$ cat src/rtl/kwdt_pkg.sv
package kwdt_pkg;

  typedef enum logic {
    KEY_WAIT,
    KEY_HALF
  } key_state_e;

  // Mask for a divide-by-2^sel prescaler: terminal count of the prescale counter.
  function automatic int unsigned div_mask(input int unsigned sel);
    return (32'd1 << sel) - 32'd1;
  endfunction

  // Counter value at which the watchdog overflows.
  function automatic int unsigned cnt_limit(input int unsigned width);
    return (32'd1 << width) - 32'd1;
  endfunction

endpackage

$ cat src/rtl/kwdt_keyseq.sv
module kwdt_keyseq #(
  parameter int ADDR_W = 8,
  parameter int DATA_W = 8,
  parameter logic [ADDR_W-1:0] KEY_ADDR   = 8'hA6,
  parameter logic [DATA_W-1:0] KEY_FIRST  = 8'h1E,
  parameter logic [DATA_W-1:0] KEY_SECOND = 8'hE1
) (
  input  logic              clk,
  input  logic              rst_n,
  input  logic              hold,
  input  logic              we,
  input  logic [ADDR_W-1:0] addr,
  input  logic [DATA_W-1:0] wdata,
  output logic              key_done
);
  import kwdt_pkg::*;

  key_state_e st;
  logic       hit;

  assign hit      = we && (addr == KEY_ADDR);
  assign key_done = !hold && hit && (st == KEY_HALF) && (wdata == KEY_SECOND);

  always_ff @(posedge clk or negedge rst_n) begin
    if (!rst_n) begin
      st <= KEY_WAIT;
    end else if (hold) begin
      st <= KEY_WAIT;
    end else if (hit) begin
      case (st)
        KEY_WAIT: st <= (wdata == KEY_FIRST) ? KEY_HALF : KEY_WAIT;
        default:  st <= KEY_WAIT;
      endcase
    end
  end

  // a write elsewhere (or no write) leaves the key progress alone
  assert_foreign_keeps_state_R6: assert property (@(posedge clk) disable iff (!rst_n)
    (!hit && !hold) |=> (st == $past(st)));

  // during the reset pulse the sequence is held idle
  assert_hold_clears_key_R9: assert property (@(posedge clk) disable iff (!rst_n)
    hold |=> (st == KEY_WAIT));

  // a completed or broken second write always returns to idle
  assert_second_write_idles_R5: assert property (@(posedge clk) disable iff (!rst_n)
    (hit && st == KEY_HALF) |=> (st == KEY_WAIT));

endmodule

$ cat src/rtl/kwdt_prescale.sv
module kwdt_prescale #(
  parameter int SEL_W = 3
) (
  input  logic             clk,
  input  logic             rst_n,
  input  logic             clr,
  input  logic             run,
  input  logic             mc_en,
  input  logic [SEL_W-1:0] sel,
  output logic             tick
);
  localparam int PRE_W = (1 << SEL_W) - 1;

  logic [PRE_W-1:0] pre;
  logic [PRE_W-1:0] mask;

  assign mask = PRE_W'(kwdt_pkg::div_mask(32'(sel)));
  assign tick = run && mc_en && (pre == mask);

  always_ff @(posedge clk or negedge rst_n) begin
    if (!rst_n) begin
      pre <= '0;
    end else if (clr) begin
      pre <= '0;
    end else if (run && mc_en) begin
      pre <= tick ? '0 : pre + 1'b1;
    end
  end

  // cycles without a machine-cycle enable do not advance the prescaler
  assert_idle_cycle_holds_R3: assert property (@(posedge clk) disable iff (!rst_n)
    (!mc_en && !clr) |=> (pre == $past(pre)));

  // a completed key sequence restarts the prescaler
  assert_clear_prescale_R4: assert property (@(posedge clk) disable iff (!rst_n)
    clr |=> (pre == '0));

endmodule

$ cat src/rtl/kwdt_counter.sv
module kwdt_counter #(
  parameter int CNT_W = 14
) (
  input  logic clk,
  input  logic rst_n,
  input  logic key_done,
  input  logic tick,
  output logic armed,
  output logic ovf
);
  localparam logic [CNT_W-1:0] LAST = CNT_W'(kwdt_pkg::cnt_limit(CNT_W) - 1);

  logic [CNT_W-1:0] cnt;

  assign ovf = armed && tick && !key_done && (cnt == LAST);

  always_ff @(posedge clk or negedge rst_n) begin
    if (!rst_n) begin
      armed <= 1'b0;
      cnt   <= '0;
    end else if (key_done) begin
      armed <= 1'b1;
      cnt   <= '0;
    end else if (ovf) begin
      armed <= 1'b0;
      cnt   <= '0;
    end else if (armed && tick) begin
      cnt <= cnt + 1'b1;
    end
  end

  // a disarmed watchdog holds a zero count
  assert_no_count_disarmed_R1: assert property (@(posedge clk) disable iff (!rst_n)
    (!armed && !key_done) |=> (cnt == '0));

  // each prescaler tick advances the armed counter by one
  assert_count_step_R2: assert property (@(posedge clk) disable iff (!rst_n)
    (armed && tick && !ovf && !key_done) |=> (cnt == $past(cnt) + 1'b1));

  // a completed key sequence arms and clears
  assert_service_clears_R4: assert property (@(posedge clk) disable iff (!rst_n)
    key_done |=> (armed && cnt == '0));

  // the armed flag falls only through overflow
  assert_stay_armed_R7: assert property (@(posedge clk) disable iff (!rst_n)
    (armed && !ovf) |=> armed);

endmodule

$ cat src/rtl/kwdt_pulse.sv
module kwdt_pulse #(
  parameter int PULSE_LEN = 96
) (
  input  logic clk,
  input  logic rst_n,
  input  logic ovf,
  output logic busy
);
  localparam int P_W = $clog2(PULSE_LEN + 1);

  logic [P_W-1:0] pcnt;

  assign busy = (pcnt != '0);

  always_ff @(posedge clk or negedge rst_n) begin
    if (!rst_n) begin
      pcnt <= '0;
    end else if (ovf) begin
      pcnt <= P_W'(PULSE_LEN);
    end else if (busy) begin
      pcnt <= pcnt - 1'b1;
    end
  end

  // overflow starts a full-length pulse
  assert_pulse_start_R8: assert property (@(posedge clk) disable iff (!rst_n)
    ovf |=> (busy && pcnt == P_W'(PULSE_LEN)));

  // the pulse shortens by one clock at a time
  assert_pulse_step_R8: assert property (@(posedge clk) disable iff (!rst_n)
    (busy && !ovf) |=> (pcnt == $past(pcnt) - 1'b1));

endmodule

$ cat src/rtl/kwdt_top.sv
module kwdt_top #(
  parameter int ADDR_W    = 8,
  parameter int DATA_W    = 8,
  parameter int CNT_W     = 14,
  parameter int SEL_W     = 3,
  parameter int PULSE_LEN = 96,
  parameter logic [ADDR_W-1:0] KEY_ADDR   = 8'hA6,
  parameter logic [DATA_W-1:0] KEY_FIRST  = 8'h1E,
  parameter logic [DATA_W-1:0] KEY_SECOND = 8'hE1
) (
  input  logic              clk,
  input  logic              rst_n,
  input  logic              mc_en,
  input  logic              sfr_we,
  input  logic [ADDR_W-1:0] sfr_addr,
  input  logic [DATA_W-1:0] sfr_wdata,
  input  logic [SEL_W-1:0]  psel,
  output logic              wdt_rst_o
);
  logic key_done;
  logic tick;
  logic armed;
  logic ovf;
  logic busy;

  kwdt_keyseq #(
    .ADDR_W(ADDR_W), .DATA_W(DATA_W), .KEY_ADDR(KEY_ADDR),
    .KEY_FIRST(KEY_FIRST), .KEY_SECOND(KEY_SECOND)
  ) u_key (
    .clk(clk), .rst_n(rst_n), .hold(busy), .we(sfr_we),
    .addr(sfr_addr), .wdata(sfr_wdata), .key_done(key_done)
  );

  kwdt_prescale #(.SEL_W(SEL_W)) u_pre (
    .clk(clk), .rst_n(rst_n), .clr(key_done), .run(armed),
    .mc_en(mc_en), .sel(psel), .tick(tick)
  );

  kwdt_counter #(.CNT_W(CNT_W)) u_cnt (
    .clk(clk), .rst_n(rst_n), .key_done(key_done), .tick(tick),
    .armed(armed), .ovf(ovf)
  );

  kwdt_pulse #(.PULSE_LEN(PULSE_LEN)) u_pulse (
    .clk(clk), .rst_n(rst_n), .ovf(ovf), .busy(busy)
  );

  assign wdt_rst_o = busy;

  // while the reset pulse is out the watchdog is disarmed
  assert_pulse_disarms_R9: assert property (@(posedge clk) disable iff (!rst_n)
    busy |-> !armed);

  // no key sequence can complete during the pulse
  assert_no_key_in_pulse_R9: assert property (@(posedge clk) disable iff (!rst_n)
    busy |-> !key_done);

  // hardware reset forces the output low
  always_comb begin
    if (!rst_n) assert_reset_low_R10: assert (!wdt_rst_o);
  end

endmodule

$ cat config.mk
export PLATFORM = sky130hd
export DESIGN_NAME = kwdt_top
export DESIGN_NICKNAME = d
export VERILOG_FILES = /design/src/rtl/kwdt_pkg.sv /design/src/rtl/kwdt_keyseq.sv /design/src/rtl/kwdt_prescale.sv /design/src/rtl/kwdt_counter.sv /design/src/rtl/kwdt_pulse.sv /design/src/rtl/kwdt_top.sv
export SDC_FILE = /design/constraint.sdc
export NUM_CORES = 1
export LEC_CHECK = 0
export BUFFER_PORTS_ARGS = -buffer_cell sky130_fd_sc_hd__buf_2
export CORE_MARGIN = 1.5
export CORE_UTILIZATION = 58
export CTS_CLUSTER_SIZE = 25
export DETAILED_ROUTE_END_ITERATION = 12
export PLACE_DENSITY_LB_ADDON = 0.3
export RECOVER_POWER = 50
export SYNTH_ARGS = -nofsm -noshare
export SYNTH_HDL_FRONTEND = slang
export SYNTH_SLANG_ARGS = --single-unit
$ cat constraint.sdc
create_clock -name clk -period 2.7 [get_ports clk]
set_input_delay 0.135 -clock clk [delete_from_list [all_inputs] [get_ports clk]]
set_output_delay 0.135 -clock clk [all_outputs]
set_load 0.02 [all_outputs]
After elaboration in Yosys (flattened, before gate mapping)
Cells that the tools add are included.

word-level totals
  flip-flop bits (word level) = 30
  word-level logic and storage cells = 46
  output and inout bits = 1
  input bits = 23

cells by class
  shift-type cells = 1
  muxes and demuxes = 14
  equal/unequal tests = 5
  add/sub/neg operators = 4
  reduce and logical (&&, ||, !) cells = 17

operators with widths
  kind                                                                number
  14-bit two-way mux                                                  3
  7-bit two-way mux                                                   5
  8-bit == test, second input constant                                2
  14-bit by 1-bit adder with 14-bit output, second input constant     1
  14-bit == test, second input constant                               1
  7-bit by 1-bit subtractor with 7-bit output, second input constant  2
  1-bit logical AND                                                   9
  8-bit by 5-bit == test with 1-bit output, second input constant     1
  2-bit nonzero test                                                  4
  7-bit by 1-bit adder with 7-bit output, second input constant       1
  7-bit == test                                                       1
  7-bit nonzero test                                                  1
  1-bit by 3-bit left shift with 7-bit output, first input constant   1
  1-bit two-way mux                                                   6
  3-bit nonzero test                                                  1
  1-bit zero test                                                     2

Depth between registers and ports, before layout
  word-level depth = 10
  mapped depth = 8
  mapped depth without buffers = 7

Modules after synthesis
Synthesis repeated with hierarchy kept, for this count alone.

second synthesis, totals
  cells, all modules = 194
  area, all modules = 1893.1 µm²

by module, submodules not included
  module         area an instance (µm²)  sequential area each (µm²)  times used  cells an instance
  kwdt_counter   793.3                   375.4                       1           80
  kwdt_prescale  593.1                   175.2                       1           66
  kwdt_pulse     384.1                   175.2                       1           35
  kwdt_keyseq    122.6                   25.0                        1           13

Worst setup path before layout
Ideal clock, no wire load.

  path type = reg-to-reg
  start point = register u_pulse.pcnt[3]
  end point = register u_cnt.cnt[4]
  arrival time = 1.742 ns
  period minus slack after synthesis = 1.876 ns
  buffers on the path = 1
  library setup time = 0.134 ns
  required time = 2.566 ns
  cell stages (with the launch flop) = 7
  setup slack = 0.824 ns
  path through = dfrtp_1 -> or4_4 -> nor4_4 -> nand3_2 -> buf_6 -> o311ai_2 -> o41ai_1

on the way
  word-level cells in the longest chain between the ends = 10
  elaborated cells between the ends (all ways) = 11
  classes of those cells = mux (2); reduce/logical (9)

RTL lines
  what                               line                source
  from (decl)                        kwdt_pulse.sv:11    logic [P_W-1:0] pcnt;
  from (signal assigned)             kwdt_pulse.sv:19    pcnt <= P_W'(PULSE_LEN);
  from (signal assigned)             kwdt_pulse.sv:21    pcnt <= pcnt - 1'b1;
  7-bit nonzero test *               kwdt_pulse.sv:13    assign busy = (pcnt != '0);
  1-bit zero test *                  kwdt_keyseq.sv:22   assign key_done = !hold && hit && (st == KEY_HALF) && (wdata == KEY_SECOND);
  1-bit logical AND * (3 in series)  kwdt_keyseq.sv:22
  1-bit zero test                    kwdt_counter.sv:15  assign ovf = armed && tick && !key_done && (cnt == LAST);
  1-bit logical AND (2 in series)    kwdt_counter.sv:15
  14-bit two-way mux                 kwdt_counter.sv:24  end else if (ovf) begin
  14-bit two-way mux                 kwdt_counter.sv:21  end else if (key_done) begin
  to (signal assigned)               kwdt_counter.sv:28  cnt <= cnt + 1'b1;
  to (decl)                          kwdt_counter.sv:13  logic [CNT_W-1:0] cnt;

Mark *: on every way between the ends. The rest lies on a longest branch, timed or not.
A chain may end at the register's enable or synchronous reset.

Final worst setup path
  start point = register u_pulse.pcnt[3]
  end point = register u_pulse.pcnt[6]

on the way
  word-level cells in the longest chain between the ends = 9
  elaborated cells between the ends (all ways) = 12
  classes of those cells = add/sub (1); mux (2); reduce/logical (9)

RTL lines
  what
  parallel branches: the longest is 9 deep, another holds 7-bit by 1-bit subtractor with 7-bit output

Several ways; the timed one is not identified. The select of a mux whose other input is x is not followed.

==> metrics.md <==
| Metric | Value |
|---|---|
| Outcome | finished with violations |
| Violated checks | capacitance limit, slew limit |
| Syn-to-layout area delta | 10.2% |
| Cells along the critical path | or4_4 -> nor4_4 -> nand3_2 -> nand4_1 -> nand3_1 |
| Worst VDD drop | 0.300 mV |
| Min cycle time layout | 2.27 ns |
| Cts bufs inserted | 5 |
| Post-synthesis sequential area ratio | 37.7% |
| Die Area | 3800 sq um |
| Layout cells sized above 1 | 20.0% |
| Largest net degree at the start of global routing | 31 |
| Worst hold endpoint | u_pre.pre[1] |
| CTS tree | yes |
| Synth Warn # | 0 |
| Fraction of registers with async set/reset | 100% |
| Hold Path Class | in -> reg |
| Clk buf depth | 2 |
| CP Capture Type | flop |
| Slew @ Worst Pin | 1.57 ns |
| DRT Wirelength | 4.24 mm |
| Wire length per cell | 15.1 microns |
| Global-route wire length before repair | 7.15 mm |
| Rows | 21 |
| Mapped Area | 1990 sq um |
| Syn nets | 238 |
| Most common cell after layout, fill and taps aside | dfrtp_1 |
| Reg-to-reg startpoint | u_pulse.pcnt[3] |
| DRC | 0 |
| Root Buffer | clkbuf_4 |
| Via-per-instance ratio | 6.18 |
| Synth Instances | 210 |
| Static leakage | 0.878 nW |
| Clk slew on worst S/H paths | 0.10 ns |
| Mean Syn Cell Area | 9.49 sq um |
| Pwr Density | 356 nW/um^2 |
| Starting Density | 60.2% |
| Biggest cell delay along the critical path | 0.57 ns |
| RSZ-0062 raised after global routing | no |
| R2R depth | 5 |
| Worst Path Buf+Inv | 0 |
| Number of synthesized flops with an enable pin | 0 |
| Ys flop type | dfrtp_1 |
| Slowest cell on the critical path | or4_4 |
| All-Layer GR Usage | 25.4% |
| CORE AREA | 3310 sq um |
| Top cell family by delay on the critical path | simple AND/OR/NAND/NOR gates |
| GPL Wtd Cong | 0.804 |
| Library cells used by synthesis | 50 |
| Final hold violation count | 0 |
| Port bufs | 23 |
| Diode count | 0 |
| Final ANT Viol Nets | 0 |
| Final clock skew | 0.00993 ns |
| IO Pins | 24 |
| Die height | 61.6 microns |
| Crit-path max FO | 16 |
| Max Cap Violations | 1 |
| Worst Hold Launch | mc_en |
| Clock latency on the worst-skew pair | 0.33 ns |
| Fin crit share | 84.0% |
| Nets | 262 |
| Post-CTS Setup Repair Bufs | 0 |
| Pins over their slew limit | 31 |
| H-tree levels | 2 |
| CP arrival | 2.48 ns |
| Most frequent cells in the layout | dfrtp_1 (30), buf_2 (22), nor2_1 (15) |
| CP Launch Type | flop |
| First DRT Iteration DRCs | 83 |
| Initial antenna violation count | 0 |
| 1st-pass router iterations | 4 |
| DR vias | 1,736 |
| Crit Reg-Reg Endpoint | u_pulse.pcnt[6] |
| HPWL Detailed | 2.91 mm |
| Min-Delay Path Depth | 3 |
| Synth Register Bits | 30 |
| DIE WIDTH | 61.6 microns |
| GR Overflow Total | 0 |
| Vias in the first global route | 1,603 |
| Slew HR | -4.96% |
| Sink Count | 30 |
| CP Data Required Time | 2.91 ns |
| TNS Setup | 0 ns |
| Final setup vio count | 0 |
| Critical setup path kind | reg -> reg |
| R2r setup slk | 0.43 ns |
| FMAX | 441 MHz |
| Final core occ | 66.3% |
through the flow:
step / hold WS [ns] / setup slack (ns) / cells / cell area (sq um) / total power [mW]
final: 0.122 / 0.432 / 281 / 2200 / 0.782
after global routing: 0.112 / 0.304 / 281 / 2200 / 0.816
after CTS: 0.103 / 0.448 / 281 / 2200 / 0.790
after detailed placement: 0.214 / 0.468 / 272 / 2130 / 0.503
after global placement: 0.216 / 0.486 / 272 / 2130 / 0.502
after floorplan: -0.161 / 0.824 / 210 / 1990 / 0.475
per-layer routing:
| metal | share of wire, % | GRT usage, % | wire length [microns] |
|---|---|---|---|
| met1 | 46 | 32.8 | 1950 |
| met2 | 47 | 42.4 | 2010 |
| met3 | 5.5 | 6.51 | 235 |
| met4 | 1.3 | 6.69 | 54 |
| met5 | 0 | 0 | 0 |
worst max-delay path by stage:
stage / from / endpoint / slack [ns] / cells after the start
final: u_pulse.pcnt[3] / u_pulse.pcnt[6] / 0.43 / 5
after floorplan: u_pulse.pcnt[3] / u_cnt.cnt[4] / 0.82 / 6
after global placement: u_pulse.pcnt[3] / u_pulse.pcnt[0] / 0.49 / 5
after global routing: u_pulse.pcnt[3] / u_pulse.pcnt[0] / 0.30 / 5
after detailed placement: u_pulse.pcnt[3] / u_pulse.pcnt[6] / 0.47 / 5
after CTS: u_pulse.pcnt[3] / u_pulse.pcnt[6] / 0.45 / 5
tightest hold or removal path: stages:
cell	delay (ns)
buf_2	0.12
o2111ai_1	0.09
a21oi_1	0.07
registers in the layout, indices dropped and copies added (netlist names):
name,cells
u_pulse.pcnt,7
u_cnt.cnt,14
u_key.st,1
u_cnt.armed,1
u_pre.pre,7
timing repair:
item,in CTS,in global routing
gates resized for setup,0,0
endpoints found under the hold margin,30,0
hold buffers,1,0
kinds of logic after synthesis:
| group | share of synthesized area, % |
|---|---|
| and+or+nand+nor | 29.2 |
| AOI/OAI and AO/OA | 19.8 |
| buffers and inverters | 4.39 |
| DFF | 37.7 |
| muxes | 1.00 |
| adders and majority gates | 3.14 |
| xor gates and xnor gates | 4.83 |
final cells by class:
type / count / area [sq um]
repair buffers: 28 / 154
clock buffers: 7 / 55.1
fillers: 289 / 1110
well taps: 46 / 57.6
multi-input cells: 164 / 1150
inverters: 5 / 18.8
clock inverters: 1 / 5.00
flip-flops and latches: 30 / 751
power breakdown:
group | switching, mW | internal (mW) | leakage [nW]
sequential | 0 | 0.449 | 0.388
combinational | 0.0251 | 0.0197 | 0.454
clock | 0.162 | 0.126 | 0.0353
Yosys cell counts, drive strengths merged (3+ instances only):
cell type / count / area (sq um)
nor4: 5 / 61.3
and2: 4 / 25.0
dfrtp: 30 / 751
a211oi: 5 / 37.5
xor2: 7 / 61.3
buf: 8 / 57.6
and4: 3 / 26.3
nand4b: 4 / 35.0
a31oi: 8 / 50.1
o21a: 4 / 30.0
a21oi: 7 / 35.0
clkbuf: 3 / 11.3
inv: 5 / 18.8
nand4: 5 / 31.3
and3: 6 / 37.5
xnor2: 4 / 35.0
o311ai: 8 / 92.6
nand3: 15 / 85.1
or4: 3 / 26.3
nor3: 7 / 35.0
nand2: 10 / 37.5
nor2: 15 / 56.3
nand3b: 3 / 22.5
o31ai: 3 / 22.5
ha: 5 / 62.6
o21ai: 10 / 50.0
Power figures use the tool's default switching activity.
